`config.mk`:
```
export PLATFORM = sky130hd
export DESIGN_NAME = lct_timer
export DESIGN_NICKNAME = d
export VERILOG_FILES = /design/src/rtl/lct_pkg.sv /design/src/rtl/lct_counter.sv /design/src/rtl/lct_flag.sv /design/src/rtl/lct_rdmux.sv /design/src/rtl/lct_timer.sv
export SDC_FILE = /design/constraint.sdc
export NUM_CORES = 1
export LEC_CHECK = 0
export BUFFER_PORTS_ARGS = -buffer_cell sky130_fd_sc_hd__buf_2
export CORE_MARGIN = 2
export CORE_UTILIZATION = 57
export DETAILED_ROUTE_END_ITERATION = 8
export PLACE_DENSITY_LB_ADDON = 0.05
export RECOVER_POWER = 50
export SYNTH_ARGS = -nofsm -noshare
export SYNTH_HDL_FRONTEND = slang
export SYNTH_SLANG_ARGS = --single-unit
```
`constraint.sdc`:
```
create_clock -name clk -period 5.2 [get_ports clk]
set_input_delay 0.52 -clock clk [delete_from_list [all_inputs] [get_ports clk]]
set_output_delay 0.52 -clock clk [all_outputs]
set_load 0.005 [all_outputs]
```
`src/rtl/lct_pkg.sv`:
```
package lct_pkg;
  localparam int DATA_W    = 32;
  localparam int FIELD_LSB = 10;
  localparam int CNT_W     = DATA_W - FIELD_LSB;

  typedef enum logic [1:0] {
    SEL_COUNT      = 2'd0,
    SEL_LIMIT_ACK  = 2'd1,
    SEL_LIMIT_PEEK = 2'd2,
    SEL_RUN        = 2'd3
  } sel_e;
endpackage

```
`src/rtl/lct_counter.sv`:
```
module lct_counter #(
  parameter int CNT_W = 22
) (
  input  logic             clk,
  input  logic             rst_n,
  input  logic             adv,
  input  logic             load,
  input  logic [CNT_W-1:0] load_val,
  output logic [CNT_W-1:0] count,
  output logic [CNT_W-1:0] limit,
  output logic             hit
);
  localparam logic [CNT_W-1:0] ONE = CNT_W'(1);

  assign hit = adv && !load && (limit != '0) && (count == limit);

  always_ff @(posedge clk) begin
    if (!rst_n) begin
      count <= ONE;
      limit <= '0;
    end else if (load) begin
      count <= ONE;
      limit <= load_val;
    end else if (hit) begin
      count <= ONE;
    end else if (adv) begin
      count <= count + ONE;
    end
  end


  wrap_to_one_chk: assert property (@(posedge clk) disable iff (!rst_n)
    hit |=> (count == ONE));


  load_restart_chk: assert property (@(posedge clk) disable iff (!rst_n)
    load |=> (count == ONE) && (limit == $past(load_val)));


  idle_hold_chk: assert property (@(posedge clk) disable iff (!rst_n)
    (!adv && !load) |=> $stable(count));
endmodule

```
`src/rtl/lct_flag.sv`:
```
module lct_flag (
  input  logic clk,
  input  logic rst_n,
  input  logic hit,
  input  logic ack,
  input  logic load,
  output logic flag
);
  always_ff @(posedge clk) begin
    if (!rst_n)      flag <= 1'b0;
    else if (hit)    flag <= 1'b1;
    else if (load)   flag <= 1'b0;
    else if (ack)    flag <= 1'b0;
  end


  hit_sets_chk: assert property (@(posedge clk) disable iff (!rst_n)
    hit |=> flag);


  ack_clears_chk: assert property (@(posedge clk) disable iff (!rst_n)
    (ack && !hit) |=> !flag);


  load_clears_chk: assert property (@(posedge clk) disable iff (!rst_n)
    (load && !hit) |=> !flag);


  flag_hold_chk: assert property (@(posedge clk) disable iff (!rst_n)
    (!hit && !ack && !load) |=> $stable(flag));
endmodule

```
`src/rtl/lct_rdmux.sv`:
```
module lct_rdmux
  import lct_pkg::*;
(
  input  sel_e              sel,
  input  logic [CNT_W-2:0]  count_low,
  input  logic [CNT_W-1:0]  limit,
  input  logic              flag,
  input  logic              run,
  output logic [DATA_W-1:0] data
);
  always_comb begin
    unique case (sel)
      SEL_COUNT:      data = {flag, count_low, {FIELD_LSB{1'b0}}};
      SEL_LIMIT_ACK,
      SEL_LIMIT_PEEK: data = {limit, {FIELD_LSB{1'b0}}};
      SEL_RUN:        data = {{(DATA_W-1){1'b0}}, run};
      default:        data = '0;
    endcase
  end
endmodule

```
`src/rtl/lct_timer.sv`:
```
module lct_timer
  import lct_pkg::*;
#(
  parameter bit HAS_RUN_CTRL = 1'b1
) (
  input  logic              clk,
  input  logic              rst_n,
  input  logic              usec_en,
  input  logic              wr_en,
  input  logic              rd_en,
  input  logic [1:0]        reg_sel,
  input  logic [DATA_W-1:0] wr_data,
  output logic [DATA_W-1:0] rd_data,
  output logic              irq
);
  sel_e             sel;
  logic             run;
  logic             adv, load, ack, hit;
  logic [CNT_W-1:0] count_q, limit_q;

  assign sel  = sel_e'(reg_sel);
  assign load = wr_en && (sel == SEL_LIMIT_ACK);
  assign ack  = rd_en && (sel == SEL_LIMIT_ACK);
  assign adv  = usec_en && run;

  wire unused_low = &{1'b0, wr_data[FIELD_LSB-1:1]};

  generate
    if (HAS_RUN_CTRL) begin : g_run
      logic run_q;
      always_ff @(posedge clk) begin
        if (!rst_n)                           run_q <= 1'b1;
        else if (wr_en && sel == SEL_RUN)     run_q <= wr_data[0];
      end
      assign run = run_q;
    end else begin : g_norun
      wire unused_run = wr_data[0];
      assign run = 1'b1;
    end
  endgenerate

  lct_counter #(.CNT_W(CNT_W)) u_counter (
    .clk      (clk),
    .rst_n    (rst_n),
    .adv      (adv),
    .load     (load),
    .load_val (wr_data[DATA_W-1:FIELD_LSB]),
    .count    (count_q),
    .limit    (limit_q),
    .hit      (hit)
  );

  lct_flag u_flag (
    .clk   (clk),
    .rst_n (rst_n),
    .hit   (hit),
    .ack   (ack),
    .load  (load),
    .flag  (irq)
  );

  lct_rdmux u_rdmux (
    .sel       (sel),
    .count_low (count_q[CNT_W-2:0]),
    .limit     (limit_q),
    .flag      (irq),
    .run       (run),
    .data      (rd_data)
  );


  zero_limit_quiet_chk: assert property (@(posedge clk) disable iff (!rst_n)
    irq |-> (limit_q != '0));


  step_by_one_chk: assert property (@(posedge clk) disable iff (!rst_n)
    (usec_en && run && !load && !hit) |=> (count_q == $past(count_q) + 1'b1));


  paused_hold_chk: assert property (@(posedge clk) disable iff (!rst_n)
    (!run && !load) |=> $stable(count_q) && !$rose(irq));
endmodule

```
## After elaboration in Yosys (flattened, before gate mapping)

Index checks and enable logic that the tools add are counted.

- Latch bits: 0
- Bits of input ports: 39
- Bits in read-only memories: 0
- Memories kept: 0
- RAM bits: 0
- Flip-flop bits (word level): 46
- Word-level logic and storage cells: 27
- Output and inout bits: 33

- Divide/modulo/power cells: 0
- $lt $le $gt $ge: 0
- $mul: 0
- Equality and inequality tests: 4
- Bitwise logic cells: 1
- Mux-type cells: 4
- Reduce and logical (&&, ||, !) cells: 13
- Add/sub/neg operators: 1
- Shifts and indexed selects: 0

Operators by type and width:

| cell | count |
|---|---|
| $pmux 32 s3 | 1 |
| $add 22x1->22 const B | 1 |
| $eq 22x22->1 | 1 |
| $reduce_bool 22->1 | 1 |
| $logic_and 1x1->1 | 7 |
| $eq 2x2->1 const B | 2 |
| $mux 1 | 3 |
| $reduce_bool 3->1 | 1 |
| $reduce_or 3->1 | 1 |
| $eq 2x1->1 const B | 1 |
| $logic_not 2->1 | 1 |
| $reduce_or 2->1 | 1 |
| $logic_not 1->1 | 1 |
| $not 1->1 | 1 |

## Depth between registers and ports, before layout

Gate-level depths: netlist of run 1.

- Depth in word-level cells: 7
- Mapped depth: 9
- Depth with buffers taken out: 7

## Modules after synthesis

From an unflattened synthesis of run 1, not the netlist that was laid out.

- Cell total of the unflattened synthesis: 313
- Area, all modules: 2767.7 sq um

By module, submodules not included:

| module | instances | area each (sq um) | cells an instance | seq. area each (sq um) |
|---|---|---|---|---|
| lct_counter | 1 | 2128.3 | 213 | 880.8 |
| lct_rdmux | 1 | 525.5 | 89 | 0.0 |
| lct_timer | 1 | 73.8 | 8 | 20.0 |
| lct_flag | 1 | 40.0 | 3 | 20.0 |

## Least setup slack after synthesis of run 1

Ideal clock, no wire load.

- Path type: input -> register
- Start point: input port reg_sel[1]
- End point: register u_counter.count[10]
- Stages on the path: 9
- Data arrival time: 1.933 ns
- Path buffers: 2
- Path slack: 3.126 ns
- Setup time: 0.141 ns
- Required time: 5.059 ns
- Path through: inv_1 > ha_1 > and2_1 > clkbuf_1 > nor4_1 > nand3_1 > nor3_2 > buf_6 > nor3_2

- Word-level cells in the longest chain between the ends: 7

RTL lines:

| item | line | RTL |
|---|---|---|
| start, declared | lct_timer.sv:11 | `input logic [1:0] reg_sel,` |
| $eq 2x1->1 * | lct_timer.sv:22 | `assign load = wr_en && (sel == SEL_LIMIT_ACK);` |
| $logic_and 1x1->1 * | lct_timer.sv:22 |  |
| $logic_not 1->1 | lct_counter.sv:15 | `assign hit = adv && !load && (limit != '0) && (count == limit);` |
| $logic_and 1x1->1 (3 in series) | lct_counter.sv:15 |  |
| $reduce_or 3->1 (no source line) * | - |  |
| end signal, assigned | lct_counter.sv:27 | `count <= count + ONE;` |
| end, declared | lct_counter.sv:9 | `output logic [CNT_W-1:0] count,` |

Every way passes the cells marked *; elsewhere a longest branch is shown, timed or not.
A chain may end at the register's enable or synchronous reset.

## Worst setup path after layout of run 1

- Start point: input port reg_sel[1]
- End point: register u_flag.flag

- Word-level cells in the longest chain between the ends: 7
- Elaborated cells on any way between the ends: 10
- Classes of those cells: 1 x eq/ne; 2 x mux; 7 x reduce/logical

RTL lines:

| item | line | RTL |
|---|---|---|
| $eq 2x1->1 * | lct_timer.sv:22, lct_timer.sv:23 |  |
| $logic_and 1x1->1 | lct_timer.sv:22 |  |
| $logic_not 1->1 | lct_counter.sv:15 |  |
| $logic_and 1x1->1 (3 in series) | lct_counter.sv:15 |  |
| $reduce_bool 3->1 (no source line) or $mux 1 (tied branches) | - |  |
| end signal, assigned | lct_flag.sv:10 | `if (!rst_n) flag <= 1'b0;` |
| end signal, assigned | lct_flag.sv:11 | `else if (hit) flag <= 1'b1;` |
| end signal, assigned | lct_flag.sv:12 | `else if (load) flag <= 1'b0;` |
| end, declared | lct_flag.sv:7 | `output logic flag` |

Marks and branches as above.

==> metrics.txt, run 1 <==
# TYPE chip_impl_metric gauge
chip_impl_metric{name="first_global_vias",unit=""} 2115
chip_impl_metric{name="power_per_cell_area",unit="nW/um2"} 238
chip_impl_metric{name="total_power",unit="uW"} 715
chip_impl_metric{name="yosys_warnings",unit=""} 0
chip_impl_info{name="hold_class",value="input pin to flip-flop"} 1
chip_impl_metric{name="nNetsFinal",unit=""} 428
chip_impl_metric{name="area_occupied_by_multi_input_gates",unit="um2"} 1630
chip_impl_metric{name="antenna-diode-count",unit=""} 0
chip_impl_metric{name="share_of_the_clock_period_used_by_the_worst_path",unit="%"} 60.3
chip_impl_metric{name="iter_0_drt_violations",unit=""} 133
chip_impl_metric{name="core-area",unit="um2"} 4660
chip_impl_metric{name="final.fill_count",unit=""} 435
chip_impl_metric{name="synth.ff_latch_count",unit=""} 46
chip_impl_info{name="cp_slowest_cell",value="sky130_fd_sc_hd__clkbuf_1"} 1
chip_impl_metric{name="finClkSkew",unit="ns"} 0.00448
chip_impl_metric{name="maximum_frequency_from_static_timing_analysis",unit="MHz"} 319
chip_impl_metric{name="synthMuxAreaShare",unit="%"} 0.368
chip_impl_metric{name="buffer_ports.inserted",unit=""} 53
chip_impl_metric{name="fraction_of_layout_instances_using_a_drive_strength_above_1",unit="%"} 18.1
chip_impl_metric{name="die_x",unit="um"} 73.1
chip_impl_metric{name="arrival",unit="ns"} 3.39
chip_impl_metric{name="yosys.area_share.adder",unit="%"} 1.84
chip_impl_metric{name="cts_num_sinks",unit=""} 46
chip_impl_metric{name="drc_errors",unit=""} 0
chip_impl_metric{name="worst-path-buf-inv",unit=""} 3
chip_impl_metric{name="drt.antenna.violating_nets",unit=""} 0
chip_impl_metric{name="vdd_ir_drop_max",unit="uV"} 155
chip_impl_metric{name="layout.core_utilization",unit="%"} 64.6
chip_impl_metric{name="syn_avg_cell_area",unit="um2"} 7.81
chip_impl_metric{name="cts_inserted_buffers",unit=""} 5
chip_impl_metric{name="final-hold-violation-count",unit=""} 0
chip_impl_info{name="critical_path.cell_chain",value="clkbuf_1 > inv_1 > ha_1 > and2_0 > nor4_1 > nand3_1 > nor3_1 > clkbuf_1 > o21a_1"} 1
chip_impl_metric{name="initial_utilization",unit="%"} 58.3
chip_impl_metric{name="antenna_found_initial",unit=""} 0
chip_impl_metric{name="place_area",unit="um2"} 2920
chip_impl_info{name="path_delay_family",value="simple AND/OR/NAND/NOR gates"} 1
chip_impl_metric{name="row_count",unit=""} 25
chip_impl_metric{name="postSynthCellCount",unit=""} 348
chip_impl_metric{name="synth_seq_area_share",unit="%"} 33.9
chip_impl_info{name="most_used_cell_along_the_critical_path",value="sky130_fd_sc_hd__clkbuf_1"} 1
chip_impl_metric{name="setup_slack",unit="ns"} 2.07
chip_impl_metric{name="io_pins",unit=""} 72
chip_impl_metric{name="drv_cap",unit=""} 0
chip_impl_metric{name="cts-root-to-sink-buffers",unit=""} 2
chip_impl_metric{name="cts_setup_buffers",unit=""} 0
chip_impl_metric{name="finalSetupViolations",unit=""} 0
chip_impl_metric{name="cts-resized-gates",unit=""} 0
chip_impl_metric{name="worst_ep_required_time",unit="ns"} 5.45
chip_impl_info{name="root_buffer",value="sky130_fd_sc_hd__clkbuf_8"} 1
chip_impl_metric{name="synth_compound_gate_area_share",unit="%"} 10.6
chip_impl_metric{name="cts.clk_slew.worst_paths",unit="ns"} 0.08
chip_impl_metric{name="dp_hpwl",unit="um"} 4370
chip_impl_info{name="crit_path_start_kind",value="input pin"} 1
chip_impl_info{name="rsz0062_at_grt",value="no"} 1
chip_impl_metric{name="die-area",unit="um2"} 5340
chip_impl_metric{name="post_synth_num_cell_types",unit=""} 30
chip_impl_metric{name="wire_length_of_the_first_global_routing_pass",unit="um"} 10000
chip_impl_metric{name="worst-path-max-fanout",unit=""} 23
chip_impl_info{name="mostFrequentLayoutCell",value="sky130_fd_sc_hd__nand2_1"} 1
chip_impl_metric{name="register_area",unit="um2"} 921
chip_impl_info{name="setup.worst_path.end_class",value="flip-flop"} 1
chip_impl_metric{name="fin_tns_setup",unit="ns"} 0
chip_impl_metric{name="cp_slowest_stage_delay",unit="ns"} 1.01
chip_impl_info{name="layout_common_cells",value="sky130_fd_sc_hd__nand2_1 (102), sky130_fd_sc_hd__dfxtp_1 (46), sky130_fd_sc_hd__buf_2 (46), sky130_fd_sc_hd__xor2_1 (39), sky130_fd_sc_hd__o21ai_0 (23)"} 1
chip_impl_info{name="combinational_family_with_the_most_area_after_synthesis",value="simple AND/OR/NAND/NOR gates"} 1
chip_impl_metric{name="dieHeight",unit="um"} 73.1
chip_impl_metric{name="htree_levels",unit=""} 2
chip_impl_metric{name="wire_per_inst",unit="um"} 13.9
chip_impl_info{name="run_status",value="finished clean"} 1
chip_impl_metric{name="totalWireLength",unit="um"} 6100
chip_impl_metric{name="maximum_number_of_pins_on_one_net_before_global_route_repair",unit=""} 26
chip_impl_metric{name="xor_xnor_fraction_of_synth_area",unit="%"} 13.9
chip_impl_metric{name="slew_headroom",unit="%"} 9.80
chip_impl_metric{name="tightest_pin_transition",unit="ns"} 1.35
chip_impl_metric{name="worstSkewPairLatency",unit="ns"} 0.30
chip_impl_metric{name="hold_buffers_post_cts",unit=""} 0
chip_impl_metric{name="final_area",unit="um2"} 3010
chip_impl_metric{name="period_minus_slack",unit="ns"} 3.13
chip_impl_metric{name="global_route.usage.total",unit="%"} 24.2
chip_impl_info{name="tritoncts",value="built"} 1
chip_impl_metric{name="synth_simple_gate_area_share",unit="%"} 32.4
chip_impl_metric{name="post_synth_instance_area",unit="um2"} 2720
chip_impl_metric{name="drt_first_pass_iters",unit=""} 4
chip_impl_metric{name="area.growth.synth_to_final",unit="%"} 10.8
chip_impl_metric{name="leakage",unit="uW"} 0.00129
chip_impl_metric{name="post_drt_via_cell_ratio",unit=""} 5.36
chip_impl_metric{name="globalplace.congestion",unit=""} 0.805
chip_impl_metric{name="grt_overflow",unit=""} 0
chip_impl_metric{name="timing_max_transition_violations_final",unit=""} 0
chip_impl_metric{name="place_worst_setup_slack",unit="ns"} 2.32
chip_impl_info{name="kind_of_critical_path",value="input pin to flip-flop"} 1
chip_impl_metric{name="vias",unit=""} 2358
-- report_power, final --
group / internal, uW / leakage (uW) / switching [uW]
Combinational: 35.3 / 0.000864 / 50.7
Sequential: 361 / 0.000373 / 12.6
Clock: 134 / 0.0000575 / 122
-- synth_stat cells --
cell | number | area (um2)
sky130_fd_sc_hd__a21boi_0 | 22 | 165
sky130_fd_sc_hd__and2_1 | 2 | 12.5
sky130_fd_sc_hd__and3_1 | 1 | 6.26
sky130_fd_sc_hd__and3b_1 | 1 | 8.76
sky130_fd_sc_hd__and4_1 | 2 | 17.5
sky130_fd_sc_hd__buf_1 | 3 | 11.3
sky130_fd_sc_hd__buf_2 | 3 | 15.0
sky130_fd_sc_hd__buf_4 | 9 | 67.6
sky130_fd_sc_hd__buf_6 | 2 | 22.5
sky130_fd_sc_hd__clkbuf_1 | 16 | 60.1
sky130_fd_sc_hd__conb_1 | 1 | 3.75
sky130_fd_sc_hd__dfxtp_1 | 46 | 921
sky130_fd_sc_hd__ha_1 | 4 | 50.1
sky130_fd_sc_hd__inv_1 | 3 | 11.3
sky130_fd_sc_hd__mux2i_1 | 1 | 10.0
sky130_fd_sc_hd__nand2_1 | 102 | 383
sky130_fd_sc_hd__nand3_1 | 11 | 55.1
sky130_fd_sc_hd__nand4_1 | 9 | 56.3
sky130_fd_sc_hd__nand4_2 | 1 | 12.5
sky130_fd_sc_hd__nor2_1 | 4 | 15.0
sky130_fd_sc_hd__nor3_1 | 12 | 60.1
sky130_fd_sc_hd__nor3_2 | 11 | 110
sky130_fd_sc_hd__nor4_1 | 10 | 62.6
sky130_fd_sc_hd__nor4_4 | 3 | 63.8
sky130_fd_sc_hd__o21a_1 | 1 | 7.51
sky130_fd_sc_hd__o21ai_0 | 23 | 115
sky130_fd_sc_hd__or3_1 | 1 | 6.26
sky130_fd_sc_hd__or4_4 | 1 | 11.3
sky130_fd_sc_hd__xnor2_1 | 4 | 35.0
sky130_fd_sc_hd__xor2_1 | 39 | 342
-- metrics by stage --
step | instances | hold slack [ns]
2_1_floorplan | 356 | 0.480
3_3_place_gp | 432 | 0.496
3_5_place_dp | 432 | 0.504
4_1_cts | 440 | 0.453
5_1_grt | 440 | 0.462
6_report | 440 | 0.453
-- final cells by class --
class                      count  area share [%]
multi-input combinational    274            54.3
sequential                    46            30.6
timing repair buffer          55            8.89
clock buffer                   8            3.66
tap                           54            2.24
inverter                       3           0.374
-- metal layers --
layer | up-vias | routed length, um | GRT usage [%] | part of all wire [%]
li1 | 1222 | - | - | -
met1 | 1086 | 2990 | 34.1 | 49
met5 | - | 0 | 0 | 0
met4 | 0 | 68 | 6.17 | 1.1
met2 | 44 | 2820 | 37.9 | 46
met3 | 6 | 222 | 4.83 | 3.6
-- final timing paths --
path                       from             endpoint  slack [ns]  depth (start not counted)
max reg2reg  u_counter.count[6]          u_flag.flag        2.67                          6
min reg2reg  u_counter.limit[4]   u_counter.limit[4]        0.51                          2
min                 wr_data[22]  u_counter.limit[12]        0.45                          3
max                  reg_sel[1]          u_flag.flag        2.07                          9
-- cells by family (layout without fill, tap and decap cells) --
group,Yosys count,count (layout)
mux,1,1
simple gates,171,171
xor+xnor,43,43
buf+inv,36,66
other cells,1,9
flops,46,46
compound gates,46,46
fa+ha+maj,4,4
-- worst register-to-register path: stages (launching register included) --
cell and delay (ns):
sky130_fd_sc_hd__dfxtp_1 0.48, sky130_fd_sc_hd__xor2_1 0.10, sky130_fd_sc_hd__nor4_1 0.36, sky130_fd_sc_hd__nand4_1 0.14, sky130_fd_sc_hd__nor3_1 0.15, sky130_fd_sc_hd__clkbuf_1 1.01, sky130_fd_sc_hd__o21a_1 0.25
-- sequential cells by signal, summed over array words and instances (netlist names) --
signal and count:
g_run.run_q 1, u_counter.count 22, u_flag.flag 1, u_counter.limit 22
No activity file was read; power rests on OpenSTA's default activity.
==> run 2: changes to the inputs <==
Settings changed: ABC_AREA set to 1, CORE_UTILIZATION 57 to 53.
Clock period 5.2 ns to 3.2 ns, I/O delays scaled along.
==> metrics.txt, run 2 <==
# TYPE chip_impl_metric gauge
chip_impl_metric{name="die_x",unit="um"} 77.5
chip_impl_metric{name="post_synth_num_cell_types",unit=""} 25
chip_impl_metric{name="nNetsFinal",unit=""} 511
chip_impl_info{name="kind_of_critical_path",value="input pin to flip-flop"} 1
chip_impl_metric{name="synth.ff_latch_count",unit=""} 46
chip_impl_metric{name="drc_errors",unit=""} 0
chip_impl_info{name="root_buffer",value="sky130_fd_sc_hd__clkbuf_8"} 1
chip_impl_metric{name="wire_length_of_the_first_global_routing_pass",unit="um"} 11100
chip_impl_metric{name="cts_num_sinks",unit=""} 46
chip_impl_metric{name="arrival",unit="ns"} 2.58
chip_impl_metric{name="place_area",unit="um2"} 3100
chip_impl_metric{name="antenna_found_initial",unit=""} 0
chip_impl_metric{name="number_of_synthesized_flops_with_an_enable_pin",unit=""} 0
chip_impl_metric{name="post_synth_instance_area",unit="um2"} 2860
chip_impl_metric{name="hold_buffers_post_cts",unit=""} 0
chip_impl_metric{name="drt.antenna.violating_nets",unit=""} 0
chip_impl_metric{name="worst-path-max-fanout",unit=""} 33
chip_impl_metric{name="syn_avg_cell_area",unit="um2"} 6.77
chip_impl_metric{name="postSynthCellCount",unit=""} 423
chip_impl_metric{name="maximum_frequency_from_static_timing_analysis",unit="MHz"} 418
chip_impl_metric{name="cts.clk_slew.worst_paths",unit="ns"} 0.08
chip_impl_metric{name="power_per_cell_area",unit="nW/um2"} 385
chip_impl_metric{name="place_worst_setup_slack",unit="ns"} 0.837
chip_impl_metric{name="die-area",unit="um2"} 6010
chip_impl_metric{name="initial_utilization",unit="%"} 55.3
chip_impl_metric{name="io_pins",unit=""} 72
chip_impl_metric{name="grt_overflow",unit=""} 0
chip_impl_metric{name="tightest_pin_transition",unit="ns"} 0.896
chip_impl_metric{name="period_minus_slack",unit="ns"} 2.40
chip_impl_metric{name="synth_top_cell_area_share",unit="%"} 32.2
chip_impl_metric{name="maximum_number_of_pins_on_one_net_before_global_route_repair",unit=""} 38
chip_impl_metric{name="post_drt_via_cell_ratio",unit=""} 4.90
chip_impl_metric{name="timing_max_transition_violations_final",unit=""} 0
chip_impl_info{name="rsz0062_at_grt",value="no"} 1
chip_impl_metric{name="totalWireLength",unit="um"} 6550
chip_impl_metric{name="fin_tns_setup",unit="ns"} 0
chip_impl_info{name="cp_slowest_cell",value="sky130_fd_sc_hd__nand2_1"} 1
chip_impl_metric{name="cts_inserted_buffers",unit=""} 5
chip_impl_metric{name="first_global_vias",unit=""} 2346
chip_impl_metric{name="dieHeight",unit="um"} 77.5
chip_impl_info{name="worstSetupStartpoint",value="reg_sel[1]"} 1
chip_impl_metric{name="route.met2.wl",unit="um"} 2930
chip_impl_metric{name="setup_slack",unit="ns"} 0.805
chip_impl_metric{name="final_area",unit="um2"} 3200
chip_impl_metric{name="slew_headroom",unit="%"} 40.1
chip_impl_metric{name="vias",unit=""} 2638
chip_impl_metric{name="row_count",unit=""} 26
chip_impl_metric{name="global_route.usage.total",unit="%"} 22.9
chip_impl_metric{name="cts-root-to-sink-buffers",unit=""} 2
chip_impl_info{name="post-synth-top-count-cell",value="sky130_fd_sc_hd__nand2_1"} 1
chip_impl_metric{name="wl_met1",unit="um"} 3230
chip_impl_metric{name="final.fill_count",unit=""} 525
chip_impl_metric{name="iter_0_drt_violations",unit=""} 141
chip_impl_metric{name="synth-async-reset-ratio",unit="%"} 0
chip_impl_metric{name="yosys_warnings",unit=""} 0
chip_impl_info{name="routed.top_layer",value="met4"} 1
chip_impl_metric{name="cts-resized-gates",unit=""} 0
chip_impl_metric{name="area.growth.synth_to_final",unit="%"} 11.6
chip_impl_metric{name="buffer_ports.inserted",unit=""} 53
chip_impl_info{name="path_delay_family",value="simple AND/OR/NAND/NOR gates"} 1
chip_impl_info{name="synth_largest_area_cell",value="sky130_fd_sc_hd__dfxtp_1"} 1
chip_impl_info{name="hold_path.startpoint",value="wr_data[0]"} 1
chip_impl_metric{name="vdd_ir_drop_max",unit="uV"} 324
chip_impl_metric{name="worstSkewPairLatency",unit="ns"} 0.30
chip_impl_metric{name="antenna-diode-count",unit=""} 0
chip_impl_info{name="worstReg2RegStart",value="u_counter.count[0]"} 1
chip_impl_info{name="crit_path_start_kind",value="input pin"} 1
chip_impl_metric{name="route.met3.wl",unit="um"} 348
chip_impl_info{name="run_status",value="finished clean"} 1
chip_impl_info{name="synth-main-ff-cell",value="sky130_fd_sc_hd__dfxtp_1"} 1
chip_impl_metric{name="cp_slowest_stage_delay",unit="ns"} 0.66
chip_impl_info{name="synth.area.top_cells",value="sky130_fd_sc_hd__dfxtp_1 (32%), sky130_fd_sc_hd__nand2_1 (10%), sky130_fd_sc_hd__nor2_1 (7.3%)"} 1
chip_impl_metric{name="drt_first_pass_iters",unit=""} 4
chip_impl_metric{name="htree_levels",unit=""} 2
chip_impl_metric{name="fraction_of_layout_instances_using_a_drive_strength_above_1",unit="%"} 20.1
chip_impl_metric{name="finalSetupViolations",unit=""} 0
chip_impl_metric{name="globalplace.congestion",unit=""} 0.849
chip_impl_metric{name="wire_per_inst",unit="um"} 12.2
chip_impl_metric{name="worst-path-buf-inv",unit=""} 3
chip_impl_metric{name="final-hold-violation-count",unit=""} 0
chip_impl_metric{name="worst_ep_required_time",unit="ns"} 3.38
chip_impl_metric{name="layout.core_utilization",unit="%"} 61.8
chip_impl_metric{name="dp_hpwl",unit="um"} 5000
chip_impl_metric{name="core-area",unit="um2"} 5170
chip_impl_info{name="reg.largest.list",value="u_counter.count x22, u_counter.limit x22"} 1
chip_impl_info{name="critical_path.cell_chain",value="clkbuf_1 > inv_1 > ha_1 > nand2_1 > inv_2 > nor2_1 > nand2_1 > nor2_1 > nand2_1 > nor2_2 > nand2_2 > nand2_4 > nor2_1"} 1
chip_impl_info{name="layout_common_cells",value="sky130_fd_sc_hd__nand2_1 (80), sky130_fd_sc_hd__nor2_1 (57), sky130_fd_sc_hd__dfxtp_1 (46), sky130_fd_sc_hd__buf_2 (46), sky130_fd_sc_hd__inv_1 (44)"} 1
chip_impl_metric{name="placedCellCount",unit=""} 531
chip_impl_info{name="synth_commonest_cells",value="sky130_fd_sc_hd__nand2_1 (79), sky130_fd_sc_hd__nor2_1 (56), sky130_fd_sc_hd__dfxtp_1 (46), sky130_fd_sc_hd__inv_1 (44), sky130_fd_sc_hd__o21ai_0 (40)"} 1
chip_impl_info{name="mostFrequentLayoutCell",value="sky130_fd_sc_hd__nand2_1"} 1
chip_impl_info{name="hold_class",value="input pin to flip-flop"} 1
chip_impl_info{name="tritoncts",value="built"} 1
chip_impl_metric{name="share_of_the_clock_period_used_by_the_worst_path",unit="%"} 74.8
chip_impl_metric{name="drv_cap",unit=""} 0
chip_impl_metric{name="finClkSkew",unit="ns"} 0.00646
chip_impl_metric{name="leakage",unit="uW"} 0.00139
chip_impl_metric{name="finish.cell_count_without_fillers",unit=""} 538
chip_impl_metric{name="synth_seq_area_share",unit="%"} 32.2
chip_impl_metric{name="cts_setup_buffers",unit=""} 0
chip_impl_info{name="setup.worst_path.end_class",value="flip-flop"} 1
-- run 2: per-stage QoR --
stage | total power, uW | hold slack, ns
after floorplan | 762 | 0.452
after global placement | 802 | 0.490
after detailed placement | 805 | 0.497
after CTS | 1240 | 0.240
after global routing | 1290 | 0.268
final | 1230 | 0.248
-- run 2: metal layers --
metal	vias to the layer above	global-route usage, %
met5	-	0
met2	80	35.3
met3	5	4.42
li1	1390	-
met1	1163	32.8
met4	0	5.71
-- run 2: power by group --
group	internal (uW)	switching, uW
clock network	250	190
registers	591	24.9
logic	69.0	105
-- run 2: tightest hold or removal path, cell delays in order --
cell and delay [ns]:
sky130_fd_sc_hd__buf_2 0.07, sky130_fd_sc_hd__nand3_1 0.05, sky130_fd_sc_hd__nand3_1 0.07
-- run 2: logic make-up (layout without fill, tap and decap cells) --
logic type | count (synthesis) | count (layout) | synth area share (%)
fa+ha+maj | 4 | 4 | 1.75
simple gates | 219 | 219 | 35.6
other cells | 1 | 9 | 0.131
compound gates | 50 | 50 | 8.74
flops | 46 | 46 | 32.2
xor+xnor | 33 | 33 | 10.1
buf+inv | 70 | 107 | 11.5
-- run 2: layout make-up --
| type | count | area [um2] | share of cell area, % |
|---|---|---|---|
| clock inverter | 1 | 30.0 | 0.940 |
| sequential | 46 | 921 | 28.8 |
| tap | 70 | 87.6 | 2.74 |
| inverter | 46 | 173 | 5.40 |
| clock buffer | 6 | 82.6 | 2.58 |
| multi-input combinational | 315 | 1640 | 51.2 |
| timing repair buffer | 54 | 265 | 8.30 |
-- run 2: worst paths after layout --
check	to	slack, ns	depth (start not counted)
worst min register to register	u_counter.limit[3]	0.51	2
worst min-delay path	g_run.run_q	0.25	3
worst max-delay path	u_counter.count[17]	0.80	13
worst max register to register	u_counter.count[12]	1.58	7
